File: config.mk
export PLATFORM = sky130hd
export DESIGN_NAME = smb_alert_responder
export DESIGN_NICKNAME = d
export VERILOG_FILES = /design/src/rtl/sar_pkg.sv /design/src/rtl/sar_rx_shift.sv /design/src/rtl/sar_tx_arb.sv /design/src/rtl/sar_alert_ctl.sv /design/src/rtl/smb_alert_responder.sv
export SDC_FILE = /design/constraint.sdc
export NUM_CORES = 1
export LEC_CHECK = 0
export BUFFER_PORTS_ARGS = -buffer_cell sky130_fd_sc_hd__buf_4
export CORE_AREA = 2 2 55 57
export CTS_BUF_LIST = sky130_fd_sc_hd__clkbuf_2 sky130_fd_sc_hd__clkbuf_4 sky130_fd_sc_hd__clkbuf_8
export DETAILED_ROUTE_END_ITERATION = 6
export DIE_AREA = 0 0 57 59
export PLACE_DENSITY = 0.82
export SLEW_MARGIN = 20
export SYNTH_ARGS = -nofsm -noshare
export SYNTH_HDL_FRONTEND = slang
export SYNTH_SLANG_ARGS = --single-unit
File: constraint.sdc
create_clock -name clk -period 5.7 [get_ports clk]
set_input_delay 1.14 -clock clk [delete_from_list [all_inputs] [get_ports clk]]
set_output_delay 1.14 -clock clk [all_outputs]
set_load 0.005 [all_outputs]
File: src/rtl/sar_pkg.sv
package sar_pkg;

    typedef enum logic [2:0] {
        ST_IDLE,
        ST_CMD,
        ST_DECIDE,
        ST_ACK,
        ST_SEND,
        ST_DONE,
        ST_HOLD
    } sar_state_e;

    localparam logic [7:0] ARA_READ_BYTE = 8'h19;

endpackage

File: src/rtl/sar_rx_shift.sv
module sar_rx_shift #(
    parameter int BYTE_W = 8
) (
    input  logic              clk,
    input  logic              rst_n,
    input  logic              clear,
    input  logic              en,
    input  logic              scl_rise,
    input  logic              sda_in,
    output logic              byte_done,
    output logic [BYTE_W-1:0] byte_val
);
    localparam int CNT_W = $clog2(BYTE_W + 1);
    localparam logic [CNT_W-1:0] LAST_BIT = CNT_W'(BYTE_W - 1);

    logic [BYTE_W-1:0] shreg;
    logic [CNT_W-1:0]  cnt;

    always_ff @(posedge clk or negedge rst_n) begin
        if (!rst_n) begin
            shreg <= '0;
            cnt   <= '0;
        end else if (clear) begin
            shreg <= '0;
            cnt   <= '0;
        end else if (en && scl_rise) begin
            shreg <= {shreg[BYTE_W-2:0], sda_in};
            cnt   <= (cnt == LAST_BIT) ? '0 : cnt + 1'b1;
        end
    end

    // Completed byte is offered in the same cycle as its last rise.
    assign byte_done = en && scl_rise && (cnt == LAST_BIT);
    assign byte_val  = {shreg[BYTE_W-2:0], sda_in};

    p_cnt_range_r3: assert property (@(posedge clk) disable iff (!rst_n)
        cnt <= LAST_BIT);

endmodule

File: src/rtl/sar_tx_arb.sv
module sar_tx_arb #(
    parameter int BYTE_W   = 8,
    parameter int ARB_BITS = 7
) (
    input  logic              clk,
    input  logic              rst_n,
    input  logic              load,
    input  logic [BYTE_W-1:0] load_val,
    input  logic              en,
    input  logic              scl_rise,
    input  logic              scl_fall,
    input  logic              sda_in,
    output logic              drive_low,
    output logic              lost,
    output logic              last_done
);
    localparam int IDX_W = $clog2(BYTE_W);
    localparam logic [IDX_W-1:0] TOP_IDX = IDX_W'(BYTE_W - 1);
    localparam logic [IDX_W-1:0] ARB_LO  = IDX_W'(BYTE_W - ARB_BITS);

    logic [BYTE_W-1:0] data_q;
    logic [IDX_W-1:0]  idx;
    logic              cur_bit;

    always_ff @(posedge clk or negedge rst_n) begin
        if (!rst_n) begin
            data_q <= '1;
            idx    <= TOP_IDX;
        end else if (load) begin
            data_q <= load_val;
            idx    <= TOP_IDX;
        end else if (en && scl_fall && idx != '0) begin
            idx <= idx - 1'b1;
        end
    end

    assign cur_bit   = data_q[idx];
    assign drive_low = en && !cur_bit;
    // Released a one, bus shows zero: someone with a lower code is talking.
    assign lost      = en && scl_rise && (idx >= ARB_LO) && cur_bit && !sda_in;
    assign last_done = en && scl_fall && (idx == '0);

    p_lost_released_r7: assert property (@(posedge clk) disable iff (!rst_n)
        lost |-> !drive_low);

endmodule

File: src/rtl/sar_alert_ctl.sv
module sar_alert_ctl (
    input  logic clk,
    input  logic rst_n,
    input  logic alert_pending,
    input  logic win,
    output logic alert_active,
    output logic alert_oe
);
    logic suppress;

    always_ff @(posedge clk or negedge rst_n) begin
        if (!rst_n)              suppress <= 1'b0;
        else if (!alert_pending) suppress <= 1'b0;
        else if (win)            suppress <= 1'b1;
    end

    assign alert_active = alert_pending && !suppress;
    assign alert_oe     = alert_active;

    p_win_withdraws_r8: assert property (@(posedge clk) disable iff (!rst_n)
        win |=> !alert_oe);

    p_no_alert_idle_r2: assert property (@(posedge clk) disable iff (!rst_n)
        !alert_pending |-> !alert_oe);

endmodule

File: src/rtl/smb_alert_responder.sv
module smb_alert_responder
    import sar_pkg::*;
#(
    parameter int ADDR_W = 7
) (
    input  logic              clk,
    input  logic              rst_n,
    input  logic              start_evt,
    input  logic              stop_evt,
    input  logic              scl_rise,
    input  logic              scl_fall,
    input  logic              sda_in,
    input  logic [ADDR_W-1:0] own_addr,
    input  logic              alert_pending,
    input  logic              cause_low,
    input  logic              polarity,
    output logic              sda_oe,
    output logic              alert_oe,
    output logic              alert_clear
);
    localparam int BYTE_W = ADDR_W + 1;

    sar_state_e        state, nxt;
    logic              ack_go;
    logic              byte_done;
    logic [BYTE_W-1:0] byte_val;
    logic              tx_load, tx_drive, tx_lost, tx_last;
    logic              alert_active;

    sar_rx_shift #(.BYTE_W(BYTE_W)) u_rx (
        .clk       (clk),
        .rst_n     (rst_n),
        .clear     (start_evt),
        .en        (state == ST_CMD),
        .scl_rise  (scl_rise),
        .sda_in    (sda_in),
        .byte_done (byte_done),
        .byte_val  (byte_val)
    );

    sar_tx_arb #(.BYTE_W(BYTE_W), .ARB_BITS(ADDR_W)) u_tx (
        .clk       (clk),
        .rst_n     (rst_n),
        .load      (tx_load),
        .load_val  ({own_addr, cause_low ^ polarity}),
        .en        (state == ST_SEND),
        .scl_rise  (scl_rise),
        .scl_fall  (scl_fall),
        .sda_in    (sda_in),
        .drive_low (tx_drive),
        .lost      (tx_lost),
        .last_done (tx_last)
    );

    sar_alert_ctl u_alert (
        .clk           (clk),
        .rst_n         (rst_n),
        .alert_pending (alert_pending),
        .win           (alert_clear),
        .alert_active  (alert_active),
        .alert_oe      (alert_oe)
    );

    // State register
    always_ff @(posedge clk or negedge rst_n) begin
        if (!rst_n) begin
            state  <= ST_IDLE;
            ack_go <= 1'b0;
        end else begin
            state <= nxt;
            if (byte_done)
                ack_go <= (byte_val == BYTE_W'(ARA_READ_BYTE)) && alert_active;
        end
    end

    // Next state
    always_comb begin
        nxt = state;
        unique case (state)
            ST_IDLE:   nxt = state;
            ST_CMD:    if (byte_done) nxt = ST_DECIDE;
            ST_DECIDE: if (scl_fall)  nxt = ack_go ? ST_ACK : ST_HOLD;
            ST_ACK:    if (scl_fall)  nxt = ST_SEND;
            ST_SEND: begin
                if (tx_lost)      nxt = ST_HOLD;
                else if (tx_last) nxt = ST_DONE;
            end
            ST_DONE:   nxt = state;
            ST_HOLD:   nxt = state;
            default:   nxt = ST_IDLE;
        endcase
        if (start_evt)     nxt = ST_CMD;
        else if (stop_evt) nxt = ST_IDLE;
    end

    // Outputs
    always_comb begin
        tx_load     = (state == ST_ACK) && scl_fall;
        sda_oe      = (state == ST_ACK) || ((state == ST_SEND) && tx_drive);
        alert_clear = (state == ST_DONE) && (start_evt || stop_evt);
    end

    p_sda_scl_low_r10: assert property (@(posedge clk) disable iff (!rst_n)
        !$stable(sda_oe) |-> $past(scl_fall || start_evt || stop_evt));

    p_hold_quiet_r4: assert property (@(posedge clk) disable iff (!rst_n)
        (state == ST_HOLD) |-> !sda_oe);

    p_lost_stays_off_r7: assert property (@(posedge clk) disable iff (!rst_n)
        (tx_lost && !start_evt) |=> !sda_oe);

    p_clear_quiet_r8: assert property (@(posedge clk) disable iff (!rst_n)
        alert_clear |-> !sda_oe);

endmodule

# Word level (Yosys, flattened, before mapping)
# Cells that the tools add are included.
dict set report word_totals {
  register_bits 27
  inputBits 17
  output_inout_bits 3
}
dict set report classes {
  add_sub_neg 2
  magnitude_cmp 2
  eq_ne 14
  muxes 20
  n_bitwise 1
  n_reduce_logical 27
}
# op n
set ops {}
lappend ops {{$mux W3} 10}
lappend ops {{$logic_and A1 B1 Y1} 15}
lappend ops {{$pmux W3 S5} 1}
lappend ops {{$mux W7} 2}
lappend ops {{$mux W4} 3}
lappend ops {{$ne A4 B4 Y1 const B} 3}
lappend ops {{$eq A3 B3 Y1 const B} 3}
lappend ops {{$eq A8 B5 Y1 const B} 1}
lappend ops {{$eq A3 B2 Y1 const B} 2}
lappend ops {{$logic_not A3 Y1} 2}
lappend ops {{$ne A5 B5 Y1 const B} 1}
lappend ops {{$reduce_and A5 Y1} 1}
lappend ops {{$add A4 B1 Y4 const B} 1}
lappend ops {{$eq A4 B3 Y1 const B} 1}
lappend ops {{$lt A3 B4 Y1 const B} 1}
lappend ops {{$reduce_bool A2 Y1} 2}
lappend ops {{$bmux W1 S3} 1}
lappend ops {{$eq A3 B1 Y1 const B} 1}
lappend ops {{$ge A3 B1 Y1 const B} 1}
lappend ops {{$logic_not A1 Y1} 3}
lappend ops {{$mux W1} 3}
lappend ops {{$ne A3 B1 Y1 const B} 1}
lappend ops {{$reduce_bool A3 Y1} 1}
lappend ops {{$reduce_or A3 Y1} 1}
lappend ops {{other kinds (4)} 5}

# Logic depth before layout (Yosys ltp)
dict set report depth {
  depth_word 9
  ltp_mapped 6
  ltp_nobuf 6
}

# Modules after synthesis
# Synthesis repeated with hierarchy kept, for this count alone.
dict set report hier_totals {
  hier_cells 154
  hier_area_um2 1492.7
}
# module n_inst cells_per_inst area_per_inst_um2
set by_module_without_submodules {}
lappend by_module_without_submodules {sar_tx_arb 1 54 613.1}
lappend by_module_without_submodules {sar_rx_shift 1 55 486.7}
lappend by_module_without_submodules {smb_alert_responder 1 41 346.6}
lappend by_module_without_submodules {sar_alert_ctl 1 4 46.3}

# Worst setup path before layout
# Ideal clock, no wire load.
dict set report synth_path {
  path_type {input port to output port}
  from {input start_evt}
  to {output alert_clear}
  arrival_time_ps 1617
  path_slack_ps 2943
  path_stages 2
  path_buffers 0
  cell_sequence {or2_2 -> and3_1}
}
dict set report synth_via {
  elab_chain_len 2
}
# element line
set synth_lines {}
lappend synth_lines {{start, declared} smb_alert_responder.sv:8} ;# input logic start_evt,
lappend synth_lines {{$logic_or A1 B1 Y1} smb_alert_responder.sv:100} ;# alert_clear = (state == ST_DONE) && (start_evt || stop_evt);
lappend synth_lines {{$logic_and A1 B1 Y1} smb_alert_responder.sv:100}
lappend synth_lines {{end, declared} smb_alert_responder.sv:19} ;# output logic alert_clear
# No other way between the ends.

# Worst setup path in the final report
dict set report layout_path {
  from {register u_tx.idx[0]}
  to {output sda_oe}
}
dict set report layout_via {
  elab_chain_len 6
}
# element line
set layout_lines {}
lappend layout_lines {{start, declared} sar_tx_arb.sv:22} ;# logic [IDX_W-1:0] idx;
lappend layout_lines {{start signal, assigned} sar_tx_arb.sv:33} ;# idx <= idx - 1'b1;
lappend layout_lines {{$bmux W1 S3} sar_tx_arb.sv:37} ;# assign cur_bit = data_q[idx];
lappend layout_lines {{$mux W1 (implied by the code)} sar_tx_arb.sv:37}
lappend layout_lines {{$logic_not A1 Y1} sar_tx_arb.sv:38} ;# assign drive_low = en && !cur_bit;
lappend layout_lines {{$logic_and A1 B1 Y1} sar_tx_arb.sv:38}
lappend layout_lines {{$logic_and A1 B1 Y1} smb_alert_responder.sv:99} ;# sda_oe = (state == ST_ACK) || ((state == ST_SEND) && tx_drive);
lappend layout_lines {{$logic_or A1 B1 Y1} smb_alert_responder.sv:99}
lappend layout_lines {{end, declared} smb_alert_responder.sv:17} ;# output logic sda_oe,
# No other way between the ends. The select of a mux whose other input is x is not followed.

==> flow_summary.yaml <==
final_layout:
  drive_gt1_share_pct: 31.4
  final_cells: 190
  diodes: 0
  fin_util_pct: 60.3
  nNetsFinal: 181
  final_common_cell: "nand2_1"
  area_growth_pct: 11.1
  fin_area_um2: 1630
  layout_common_cells: "nand2_1, buf_4, dfrtp_1"
cts:
  cts_htree_levels: 1
  cts_setup_buffers: 0
  clock_latency_ns: 0.32
  root_buffer: "clkbuf_4"
  cts.sink_count: 27
  cts.clk_slew.worst_paths_ns: 0.14
  cts_tree: "done"
  hold_buffers: 0
  cts_buffer_depth: 2
  cts_inserted_buffers: 3
  cts_resized: 0
route:
  routedWlPerCell_um: 14.6
  viasPerCell: 5.89
  drt_first_pass_iters: 4
  antenna_left: 0
  drt_first_iter_violations: 31
  routed_wl_um: 2780
  vias: 1120
  drc: 0
timing:
  relSlewSlack_pct: 69.9
  setup_viol_count_final: 0
  setup_tns_ns: 0
  rsz0062_at_grt: "false"
  layout_setup_ws_ns: 2.48
  slew_violations: 0
  min_period_over_period_pct: 56.4
  timing.fmax_mhz: 311
  max_slew.worst_pin.slew_ns: 0.452
  hold_violations: 0
  period_minus_slack_ns: 3.22
  finClkSkew_ns: 0.00442
floorplanning:
  die_y_um: 59
  ios: 20
  die_area_um2: 3360
  row_count: 19
  fp.dieW_um: 57
  coreArea_um2: 2710
  start_util_pct: 54.3
worst_setup_path:
  start_kind: "flip-flop"
  max_stage_delay_ns: 0.60
  cp.arrival_ns: 2.08
  crit_start: "u_tx.idx[0]$_DFFE_PN1P_"
  crit_required_ns: 4.56
  r2r_start: "u_tx.idx[0]$_DFFE_PN1P_"
  end_kind: "output pin"
  crit_slowest_cell: "dfstp_2"
  crit_chain: "mux4_1, mux2_4, o22ai_1, buf_4"
  crit_fanout: 4
  path_class: "flip-flop to output pin"
placement:
  post-place-ws_ns: 2.60
  gp_congestion: 0.788
  dp_hpwl_um: 2070
  port_buffers: 19
  placed_cells: 186
  placed_cell_area_um2: 1610
power_and_ir_drop:
  pwr_density_cell_nw_per_um2: 198
  p_leak_nw: 0.718
  ir_drop_mv: 0.173
global_routing:
  track_usage_pct: 17.9
  globalRouteOverflowTotal: 0
  antenna_found_initial: 0
  grt_pass1_wl_um: 4630
  grt_pass1_vias: 1128
  grt_max_degree: 28
synth:
  ys_seq_elements: 27
  yosys_most_used_dff: "dfrtp_1"
  synth_edf_count: 0
  ys_warn_count: 0
  synth_cell_types: 42
  ys_seq_area_share_pct: 46.9
  synthArstFlopShare_pct: 100
  synth_cells: 142
  synth_fp_nets: 163
  syn_area_um2: 1470
  synth.avg_cell_area_um2: 10.4
worst_hold_path:
  hp-class: "flip-flop to flip-flop"
  worstHoldStart: "u_tx.data_q[0]$_DFFE_PN1P_"
run_status:
  status: "finished, final reports clean"
job:
  cap_violations: 0
==> kinds of logic (layout without fill, tap and decap cells) <==
family	count (synthesis)	in the layout	share of synthesized area, %
flip-flops	27	27	46.9
AO/OA/AOI/OAI	25	25	11.1
buffers and inverters	12	29	4.93
AND/OR/NAND/NOR	59	59	20.6
XOR/XNOR	4	4	2.38
multiplexers	11	11	10.7
adder cells (fa/ha/maj)	4	4	3.40
==> worst max-delay path, delay by kind of cell (launching register included) <==
kind,cells,cell delay [ns]
AOI/OAI and AO/OA,1,0.16
buffers and inverters,1,0.14
DFF,1,0.60
muxes,2,0.85
==> cells in the mapped netlist (2+ instances only) <==
master	count	area share, %
nor2_1	6	1.5
ha_1	4	3.4
nor3_1	3	1.0
nand3_1	2	0.68
o21ai_0	5	1.7
or2b_2	2	1.2
clkbuf_1	4	1.0
nand2_1	28	7.1
clkbuf_8	2	1.9
a311oi_1	3	1.8
mux4_1	2	3.6
mux2_2	8	6.1
dfstp_2	11	20
a21oi_1	10	3.4
nand4_1	2	0.85
xor2_1	2	1.2
nand2b_1	2	0.85
or3_1	2	0.85
dfrtp_1	16	27
xnor2_1	2	1.2
inv_1	5	1.3
==> metrics by stage <==
stage / power, mW / hold WS (ns)
3_5_place_dp: 0.245 / 0.483
6_report: 0.324 / 0.497
5_1_grt: 0.340 / 0.533
4_1_cts: 0.328 / 0.507
3_3_place_gp: 0.243 / 0.472
2_1_floorplan: 0.227 / 0.454
==> state kept, by name (all words and copies together), names as in the netlist <==
signal,flops
u_rx.cnt,4
u_tx.idx,3
u_alert.suppress,1
ack_go,1
u_rx.shreg,7
u_tx.data_q,8
state,3
==> metal layers <==
metal  routed length [um]  vias to the layer above  track usage, %  share of wire, %
met5                    0                        -               0                 0
met3                  117                        5            2.84               4.2
met2                 1420                       29            33.7                51
li1                     -                      535               -                 -
met4                   43                        0            7.64               1.5
met1                 1200                      551            20.0                43
==> report_power, final <==
part           switching, mW  internal (mW)  leakage, nW
sequential           0.00530          0.201        0.334
combinational         0.0170         0.0182        0.367
clock                 0.0564         0.0263       0.0177
total                 0.0787          0.245        0.718
==> worst paths after layout <==
check,end,slack (ns),cells after the start
setup / recovery,sda_oe,2.48,4
hold / removal,u_tx.data_q[0]$_DFFE_PN1P_,0.50,2
setup reg to reg,state[0]$_DFFE_PN0P_,3.60,4
hold reg to reg,u_tx.data_q[0]$_DFFE_PN1P_,0.50,2
max in group asynchronous,u_tx.data_q[6]$_DFFE_PN1P_,4.71,1
min in group asynchronous,state[0]$_DFFE_PN0P_,0.69,1
==> area by class of cell <==
class	count	area, um2
Timing Repair Buffer	20	150
Multi-Input combinational cell	103	709
Clock buffer	3	22.5
Fill cell	250	1080
Tap cell	31	38.8
Sequential cell	27	689
Inverter	5	18.8
Clock inverter	1	5.00
(Power assumes the default switching activity.)
